[config.mk]
export PLATFORM = sky130hd
export DESIGN_NAME = ow_byte_engine
export DESIGN_NICKNAME = d
export VERILOG_FILES = /design/src/rtl/ow_byte_pkg.sv /design/src/rtl/ow_slot_timer.sv /design/src/rtl/ow_byte_shifter.sv /design/src/rtl/ow_irq_regs.sv /design/src/rtl/ow_byte_engine.sv
export SDC_FILE = /design/constraint.sdc
export NUM_CORES = 1
export LEC_CHECK = 0
export ABC_AREA = 1
export BUFFER_PORTS_ARGS = -buffer_cell sky130_fd_sc_hd__buf_4
export CAP_MARGIN = 25
export CORE_AREA = 4 4 90 92
export CTS_CLUSTER_SIZE = 25
export DETAILED_ROUTE_END_ITERATION = 12
export DIE_AREA = 0 0 94 96
export PLACE_DENSITY_LB_ADDON = 0.1
export SLEW_MARGIN = 20
export SYNTH_ARGS = -nofsm -noshare
export SYNTH_HDL_FRONTEND = slang
export SYNTH_SLANG_ARGS = --single-unit
[constraint.sdc]
create_clock -name clk_i -period 2 [get_ports clk_i]
set_input_delay 0.3 -clock clk_i [delete_from_list [all_inputs] [get_ports clk_i]]
set_output_delay 0.3 -clock clk_i [all_outputs]
set_load 0.005 [all_outputs]
[src/rtl/ow_byte_pkg.sv]
package ow_byte_pkg;
  localparam int REG_W = 8;

  typedef enum logic [1:0] {
    REG_DATA = 2'd0,
    REG_STAT = 2'd1,
    REG_IEN  = 2'd2,
    REG_RSVD = 2'd3
  } ow_reg_e;

  // status bit positions decoded by software
  localparam int ST_TBE  = 2;
  localparam int ST_TSRE = 3;
  localparam int ST_RBF  = 4;
  localparam int ST_RSRF = 5;
  localparam logic [REG_W-1:0] ST_MASK = 8'h3C;
endpackage

[src/rtl/ow_slot_timer.sv]
module ow_slot_timer #(
  parameter int SLOT_CYC   = 70,
  parameter int LOW1_CYC   = 6,
  parameter int LOW0_CYC   = 60,
  parameter int SAMPLE_CYC = 15
) (
  input  logic clk_i,
  input  logic rst_ni,
  input  logic run_i,
  input  logic bit_i,
  output logic drive_low_o,
  output logic sample_o,
  output logic slot_end_o
);
  localparam int CW = $clog2(SLOT_CYC);
  localparam logic [CW-1:0] LAST  = CW'(SLOT_CYC - 1);
  localparam logic [CW-1:0] L1    = CW'(LOW1_CYC);
  localparam logic [CW-1:0] L0    = CW'(LOW0_CYC);
  localparam logic [CW-1:0] SMPL  = CW'(SAMPLE_CYC);

  logic [CW-1:0] cnt_q;

  always_ff @(posedge clk_i or negedge rst_ni) begin
    if (!rst_ni)              cnt_q <= '0;
    else if (!run_i)          cnt_q <= '0;
    else if (cnt_q == LAST)   cnt_q <= '0;
    else                      cnt_q <= cnt_q + 1'b1;
  end

  assign drive_low_o = run_i && (cnt_q < (bit_i ? L1 : L0));
  assign sample_o    = run_i && (cnt_q == SMPL);
  assign slot_end_o  = run_i && (cnt_q == LAST);

  // at the sample point a 0 slot is still held low and a 1 slot is released
  a_r3_low_at_sample: assert property (@(posedge clk_i) disable iff (!rst_ni)
    sample_o |-> (drive_low_o == !bit_i));
endmodule

[src/rtl/ow_byte_shifter.sv]
module ow_byte_shifter #(
  parameter int W = 8
) (
  input  logic         clk_i,
  input  logic         rst_ni,
  input  logic         load_i,
  input  logic [W-1:0] load_data_i,
  input  logic         sample_i,
  input  logic         bus_i,
  input  logic         slot_end_i,
  output logic         busy_o,
  output logic         tx_bit_o,
  output logic         done_o,
  output logic [W-1:0] rx_byte_o
);
  localparam int IW = $clog2(W);
  localparam logic [IW-1:0] LAST_IDX = IW'(W - 1);

  logic          busy_q;
  logic [IW-1:0] idx_q;
  logic [W-1:0]  tx_q, rx_q;

  assign done_o = slot_end_i && (idx_q == LAST_IDX);

  always_ff @(posedge clk_i or negedge rst_ni) begin
    if (!rst_ni) begin
      busy_q <= 1'b0;
      idx_q  <= '0;
      tx_q   <= '0;
      rx_q   <= '0;
    end else begin
      if (load_i) begin
        busy_q <= 1'b1;
        idx_q  <= '0;
        tx_q   <= load_data_i;
      end else if (slot_end_i) begin
        tx_q  <= tx_q >> 1;
        idx_q <= idx_q + 1'b1;
        if (done_o) busy_q <= 1'b0;
      end
      if (sample_i) rx_q <= {bus_i, rx_q[W-1:1]};
    end
  end

  assign busy_o    = busy_q;
  assign tx_bit_o  = tx_q[0];
  assign rx_byte_o = rx_q;

  a_r7_load_when_idle: assert property (@(posedge clk_i) disable iff (!rst_ni)
    load_i |-> !busy_o);
  a_r2_load_starts: assert property (@(posedge clk_i) disable iff (!rst_ni)
    load_i |=> busy_o);
  a_r2_done_stops: assert property (@(posedge clk_i) disable iff (!rst_ni)
    done_o |=> !busy_o);
endmodule

[src/rtl/ow_irq_regs.sv]
module ow_irq_regs
  import ow_byte_pkg::*;
(
  input  logic             clk_i,
  input  logic             rst_ni,
  input  logic             done_i,
  input  logic [REG_W-1:0] rx_byte_i,
  input  logic             load_i,
  input  logic             rd_data_i,
  input  logic             ien_we_i,
  input  logic [REG_W-1:0] ien_wdata_i,
  input  logic             buf_full_i,
  input  logic             busy_i,
  output logic [REG_W-1:0] status_o,
  output logic [REG_W-1:0] ien_o,
  output logic [REG_W-1:0] rx_buf_o,
  output logic             irq_o
);
  logic             rbf_q, rsrf_q;
  logic [REG_W-1:0] ien_q, rx_q;

  always_ff @(posedge clk_i or negedge rst_ni) begin
    if (!rst_ni) begin
      rbf_q  <= 1'b0;
      rsrf_q <= 1'b0;
      ien_q  <= '0;
      rx_q   <= '0;
    end else begin
      if (done_i) begin
        rbf_q  <= 1'b1;
        rsrf_q <= 1'b1;
        rx_q   <= rx_byte_i;
      end else begin
        if (rd_data_i) rbf_q  <= 1'b0;
        if (load_i)    rsrf_q <= 1'b0;
      end
      if (ien_we_i) ien_q <= ien_wdata_i;
    end
  end

  always_comb begin
    status_o          = '0;
    status_o[ST_TBE]  = !buf_full_i;
    status_o[ST_TSRE] = !buf_full_i && !busy_i;
    status_o[ST_RBF]  = rbf_q;
    status_o[ST_RSRF] = rsrf_q;
  end

  assign ien_o    = ien_q & ST_MASK;
  assign rx_buf_o = rx_q;
  assign irq_o    = |(status_o & ien_o);

  a_r4_done_sets_flags: assert property (@(posedge clk_i) disable iff (!rst_ni)
    done_i |=> (rbf_q && rsrf_q));
  a_r5_read_clears_full: assert property (@(posedge clk_i) disable iff (!rst_ni)
    (rd_data_i && !done_i) |=> !rbf_q);
  a_r6_load_clears_ready: assert property (@(posedge clk_i) disable iff (!rst_ni)
    load_i |=> !rsrf_q);
endmodule

[src/rtl/ow_byte_engine.sv]
module ow_byte_engine
  import ow_byte_pkg::*;
#(
  parameter int SLOT_CYC   = 70,
  parameter int LOW1_CYC   = 6,
  parameter int LOW0_CYC   = 60,
  parameter int SAMPLE_CYC = 15
) (
  input  logic             clk_i,
  input  logic             rst_ni,
  input  logic [1:0]       reg_addr_i,
  input  logic             reg_wr_i,
  input  logic             reg_rd_i,
  input  logic [REG_W-1:0] reg_wdata_i,
  output logic [REG_W-1:0] reg_rdata_o,
  output logic             ow_low_o,
  input  logic             ow_i,
  output logic             irq_o
);
  logic             buf_full_q;
  logic [REG_W-1:0] tx_buf_q;
  logic             wr_data, accept, load, busy, tx_bit;
  logic             sample, slot_end, done;
  logic [REG_W-1:0] rx_byte, status, ien, rx_buf;

  assign wr_data = reg_wr_i && (reg_addr_i == REG_DATA);
  assign accept  = wr_data && !buf_full_q;
  assign load    = buf_full_q && !busy;

  always_ff @(posedge clk_i or negedge rst_ni) begin
    if (!rst_ni) begin
      buf_full_q <= 1'b0;
      tx_buf_q   <= '0;
    end else if (accept) begin
      buf_full_q <= 1'b1;
      tx_buf_q   <= reg_wdata_i;
    end else if (load) begin
      buf_full_q <= 1'b0;
    end
  end

  ow_slot_timer #(
    .SLOT_CYC(SLOT_CYC), .LOW1_CYC(LOW1_CYC),
    .LOW0_CYC(LOW0_CYC), .SAMPLE_CYC(SAMPLE_CYC)
  ) u_timer (
    .clk_i, .rst_ni,
    .run_i       (busy),
    .bit_i       (tx_bit),
    .drive_low_o (ow_low_o),
    .sample_o    (sample),
    .slot_end_o  (slot_end)
  );

  ow_byte_shifter #(.W(REG_W)) u_shift (
    .clk_i, .rst_ni,
    .load_i      (load),
    .load_data_i (tx_buf_q),
    .sample_i    (sample),
    .bus_i       (ow_i),
    .slot_end_i  (slot_end),
    .busy_o      (busy),
    .tx_bit_o    (tx_bit),
    .done_o      (done),
    .rx_byte_o   (rx_byte)
  );

  ow_irq_regs u_regs (
    .clk_i, .rst_ni,
    .done_i      (done),
    .rx_byte_i   (rx_byte),
    .load_i      (load),
    .rd_data_i   (reg_rd_i && (reg_addr_i == REG_DATA)),
    .ien_we_i    (reg_wr_i && (reg_addr_i == REG_IEN)),
    .ien_wdata_i (reg_wdata_i),
    .buf_full_i  (buf_full_q),
    .busy_i      (busy),
    .status_o    (status),
    .ien_o       (ien),
    .rx_buf_o    (rx_buf),
    .irq_o       (irq_o)
  );

  always_comb begin
    unique case (reg_addr_i)
      REG_DATA: reg_rdata_o = rx_buf;
      REG_STAT: reg_rdata_o = status;
      REG_IEN:  reg_rdata_o = ien;
      default:  reg_rdata_o = '0;
    endcase
  end

  a_r8_full_write_ignored: assert property (@(posedge clk_i) disable iff (!rst_ni)
    (wr_data && buf_full_q) |=> $stable(tx_buf_q));
  a_r1_accept_fills: assert property (@(posedge clk_i) disable iff (!rst_ni)
    accept |=> buf_full_q);
endmodule

---- Yosys cells after proc, flatten, opt, wreduce, memory -nomap -nowiden ----
Cells that the tools add are included.
cells by class
  $add $sub $neg .......................... 2
  $lt $le $gt $ge ......................... 1
  equal/unequal tests ..................... 5
  multiplexer cells ....................... 16
  bitwise gates (word level) .............. 1
  reduce and logical (&&, ||, !) cells .... 19
operators with widths
  kind                                                             count
  8-bit one-hot mux with 3 select lines                            1
  8-bit two-way mux                                                2
  7-bit two-way mux                                                2
  1-bit logical AND                                                10
  1-bit two-way mux                                                8
  2-bit nonzero test                                               4
  8-bit OR reduction                                               1
  7-bit by 1-bit adder with 7-bit output, second input constant    1
  7-bit by 4-bit == test with 1-bit output, second input constant  1
  7-bit == test, second input constant                             1
  7-bit less-than comparator                                       1
  6-bit AND                                                        1
  3-bit two-way mux                                                2
  6-bit two-way mux                                                1
  3-bit by 1-bit adder with 3-bit output, second input constant    1
  3-bit == test, second input constant                             1
  2-bit by 1-bit == test with 1-bit output, second input constant  1
  2-bit == test, second input constant                             1
  1-bit logical NOT                                                2
  2-bit logical NOT                                                1
  2-bit AND reduction                                              1
word-level totals
  register bits after elaboration ......... 52
  input bits .............................. 15
  output and inout bits ................... 10
  word-level logic and storage cells ...... 55

---- Depth between registers and ports, before layout ----
  depth in word-level cells ............... 6
  mapped depth ............................ 8
  depth with buffers taken out ............ 8

---- Modules after synthesis ----
A second synthesis with hierarchy kept.
unflattened totals
  cell total of the unflattened synthesis .. 310
  area total of the unflattened synthesis .. 2613.8 sq um
by module, submodules not included
  module           times used  cells an instance  area each (sq um)  sequential area each (sq um)
  ow_byte_shifter  1           94                 950.9              500.5
  ow_irq_regs      1           76                 654.4              350.3
  ow_byte_engine   1           79                 539.3              225.2
  ow_slot_timer    1           61                 469.2              175.2

---- Least setup slack after synthesis ----
No wires, ideal clock.
  path type ............................... reg-to-output
  start point ............................. reg u_timer.cnt_q[5]
  end point ............................... out ow_low_o
  data arrival time ....................... 1118 ps
  data required time ...................... 1700 ps
  setup slack ............................. 582 ps
  cell stages (with the launch flop) ...... 6
  buffers on the path ..................... 0
  path through ............................ dfrtp_1 ha_1 or2_2 a21oi_1 nand2_1 nor2_1
on the way
  longest elaborated chain between the ends .. 2
RTL lines
  element                     line                  RTL
  start, declared             ow_slot_timer.sv:21   logic [CW-1:0] cnt_q;
  start signal, assigned      ow_slot_timer.sv:27   else cnt_q <= cnt_q + 1'b1;
  7-bit less-than comparator  ow_slot_timer.sv:30   assign drive_low_o = run_i && (cnt_q < (bit_i ? L1 : L0));
  1-bit logical AND           ow_slot_timer.sv:30
  end, declared               ow_byte_engine.sv:16  output logic ow_low_o,
No other way between the ends.

---- Worst setup path after layout ----
  start point ............................. reg u_shift.tx_q[0]
  end point ............................... out ow_low_o
on the way
  longest elaborated chain between the ends .. 3
RTL lines
  element                     line                   RTL
  start, declared             ow_byte_shifter.sv:21  logic [W-1:0] tx_q, rx_q;
  start signal, assigned      ow_byte_shifter.sv:35  tx_q <= load_data_i;
  start signal, assigned      ow_byte_shifter.sv:37  tx_q <= tx_q >> 1;
  6-bit two-way mux           ow_slot_timer.sv:30
  7-bit less-than comparator  ow_slot_timer.sv:30
  1-bit logical AND           ow_slot_timer.sv:30
No other way between the ends.

==> impl_metrics.csv <==
group,metric,value,unit
run_status,status,"finished, final reports clean",
finish,nFillCells,766,
route,vias,1920,
setup_path,r2r-end,"u_regs.rsrf_q",
clocking,path_clk_slew,100,ps
route,drt_pass1_iterations,4,
clocking,cts_tree,"yes",
synthesis,synth.most_common_cell,"nand2_1",
setup_path,arrival,1600,ps
floorplan,rows,31,
route,drt_iter0_drc,89,
sta,setup_viol,0,
setup_path,start_kind,"register",
setup_path,rr_startpoint,"u_shift.idx_q[0]",
setup_path,critPathCaptureType,"output pin",
synthesis,async_reset_ff_share,100,%
setup_path,cp_top_family,"flip-flops",
setup_path,crit_fanout,5,
grt,grt_usage,13.0,%
power_and_ir_drop,combPwrFrac,8.4,%
synthesis,synth_nets,321,
floorplan,start_util,34.5,%
placed_design,dp_slack,437,ps
synthesis,synth_edf_count,0,
power_and_ir_drop,power.internal,1.41,mW
power_and_ir_drop,switching_share,26.5,%
clocking,clock_latency,310,ps
sta,fin_worst_skew,16.4,ps
worst_hold_path,min_path_type,"primary input to asynchronous set/reset pin",
floorplan,io_pins,25,
setup_path,slowest_delay,450,ps
synthesis,synthFlopType,"dfrtp_1",
placed_design,dp_hpwl,3.77,mm
clocking,cts_root_buf,"clkbuf_8",
placed_design,port_buffers,24,
grt,grt_pass1_vias,1893,
placed_design,place_congestion,0.741,
synthesis,syn_inst,299,
clocking,htree_levels,2,
synthesis,synthTopCellsByArea,"dfrtp_1 (50%), nand2_1 (14%), inv_1 (5.1%), nand3_1 (4.6%), ha_1 (3.5%)",
clocking,cts.path.max_buffers,2,
finish,drive_above_1_share,19.2,%
grt,grt_pass1_wl,9.22,mm
floorplan,coreArea,7210,um^2
synthesis,syn_area_per_cell,8.33,um^2
synthesis,synth_commonest_cells,"nand2_1 (96), dfrtp_1 (50), inv_1 (34), nand3_1 (23), nor2_1 (21)",
power_and_ir_drop,power.density,664,nW/um^2
route,drc,0,
route,routed_wl,5.23,mm
setup_path,worstPathRequired,1700,ps
synthesis,ys_types,24,
synthesis,synth_top_area_share,50.3,%
setup_path,crit_chain,"ha_1 > or2_2 > a21oi_2 > nand2_1 > nor2_1 > buf_4",
synthesis,ys_seq_area_share,50.3,%
power_and_ir_drop,power_frac_clock,32.2,%
synthesis,ys_ff_latch,50,
power_and_ir_drop,seqPwrFrac,59.5,%
finish,area_delta_synth_final,15.6,%
grt,overflow,0,
route,avgRoutedWirePerCell,12.2,um
route,antenna_left,0,
sta,fin_ws,98.0,ps
floorplan,die_height,96,um
sta,max-slew-margin-rel,56.7,%
power_and_ir_drop,power.switching,506,uW
sta,min_period,1900,ps
setup_path,rrSetupSlack,540,ps
setup_path,critical_path_class,"register to output pin",
power_and_ir_drop,finalPower,1.91,mW
floorplan,die-area,9020,um^2
sta,timing.final.crit_share,95.1,%
synthesis,synth_area,2490,um^2
route,via_per_inst,4.50,
clocking,cts_inserted_buffers,5,
finish,n_antenna_cell,0,
power_and_ir_drop,irDropWorstVdd,0.000355,V
sta,maxClockFrequency,526,MHz
finish,nets,349,
power_and_ir_drop,p_leak,1.44,nW
setup_path,critPathSlowestCell,"dfrtp_2",
flow_run,maxCapViolCount,0,
synthesis,yosysWarnings,0,
sta,finalHoldViolCount,0,
synthesis,yosysTopAreaCell,"dfrtp_1",
sta,maxSlewViolCount,0,
floorplan,die_width,94,um
clocking,cts_num_sinks,50,
grt,antenna_found_initial,0,
setup_path,worst_r2r_path_depth,5,
grt,grt_max_degree,51,
sta,worst_slew_pin_slew,650,ps
setup_path,crit_buf_inv,1,
sta,tns,0,ps
-- stage by stage --
step | hold slack, ps | instances | util, % | cell area, um^2
global placement | 388 | 418 | 38.4 | 2770
floorplan | 4.41 | 299 | - | 2490
finish | 13.4 | 427 | 39.9 | 2880
detailed placement | 387 | 418 | 38.4 | 2770
global route | 65.0 | 427 | 39.9 | 2880
CTS | 46.0 | 426 | 39.7 | 2860
-- cell type report --
cell class / count / area, um^2 / share of cell area (%)
Sequential cell: 50 / 1250 / 43.6
Multi-Input combinational cell: 206 / 1060 / 36.9
Timing Repair Buffer: 29 / 218 / 7.56
Inverter: 35 / 131 / 4.56
Tap cell: 99 / 124 / 4.30
Clock buffer: 5 / 68.8 / 2.39
Clock inverter: 3 / 21.3 / 0.739
-- layout by cell type, fill, tap and decap left out, types with 3 or more instances in the layout --
cell type and instances:
nand4_1 9, dfrtp_2 3, nor2_4 4, clkbuf_8 5
o211ai_1 4, dfrtp_1 47, buf_4 29, nor2_1 21
nand3_1 23, o21ai_0 16, nand2_1 96, inv_1 33
a21oi_1 6, ha_1 7, o21ai_2 8
-- state kept, by name (all words and copies together), names as in the netlist, 3 cells and up --
name / flops
u_regs.rx_buf_o: 8
u_timer.cnt_q: 7
tx_buf_q: 8
u_shift.tx_q: 8
u_shift.idx_q: 3
u_shift.rx_byte_o: 8
u_regs.ien_q: 4
-- what timing repair did --
item                                    in CTS  in global routing
hold buffers                                 0                  0
gates resized for setup                      0                  5
endpoints found under the setup margin       0                  1
buffers inserted                             0                  1
hold endpoints to repair                     0                  0
-- metal layers --
metal  wire length [um]  vias to the layer above  global-route usage [%]  part of all wire (%)
met3                187                        4                    2.81                   3.6
met2               2320                       27                    20.0                    44
li1                   -                     1005                       -                     -
met5                  0                        -                       0                     0
met4                 61                        0                    3.97                   1.2
met1               2650                      884                    18.2                    51
-- worst max path at each step --
stage                           startpoint       end  slack, ps  cells after the start
after floorplan           u_timer.cnt_q[5]  ow_low_o        580                      5
after global placement    u_timer.cnt_q[4]  ow_low_o        470                      7
after detailed placement   u_shift.tx_q[0]  ow_low_o        440                      6
after CTS                  u_shift.tx_q[0]  ow_low_o         90                      6
after global routing      u_timer.cnt_q[4]  ow_low_o         -1                      7
final                      u_shift.tx_q[0]  ow_low_o        100                      6
-- cells by family (layout without fill, tap and decap cells) --
logic type	after synthesis	after routing	synth area share, %
and+or+nand+nor	162	162	29.6
xor gates and xnor gates	2	2	0.704
buffers and inverters	43	72	7.29
AOI/OAI and AO/OA	35	35	8.64
adders and majority gates	7	7	3.52
DFF	50	50	50.3
-- power groups by stage --
stage	clock [mW]	sequential, mW	combinational [mW]
global placement	0	1.16	0.162
detailed placement	0	1.16	0.166
floorplan	0	1.14	0.0885
CTS	0.637	1.14	0.166
global route	0.680	1.15	0.189
finish	0.615	1.14	0.160
Power figures use the tool's default switching activity.
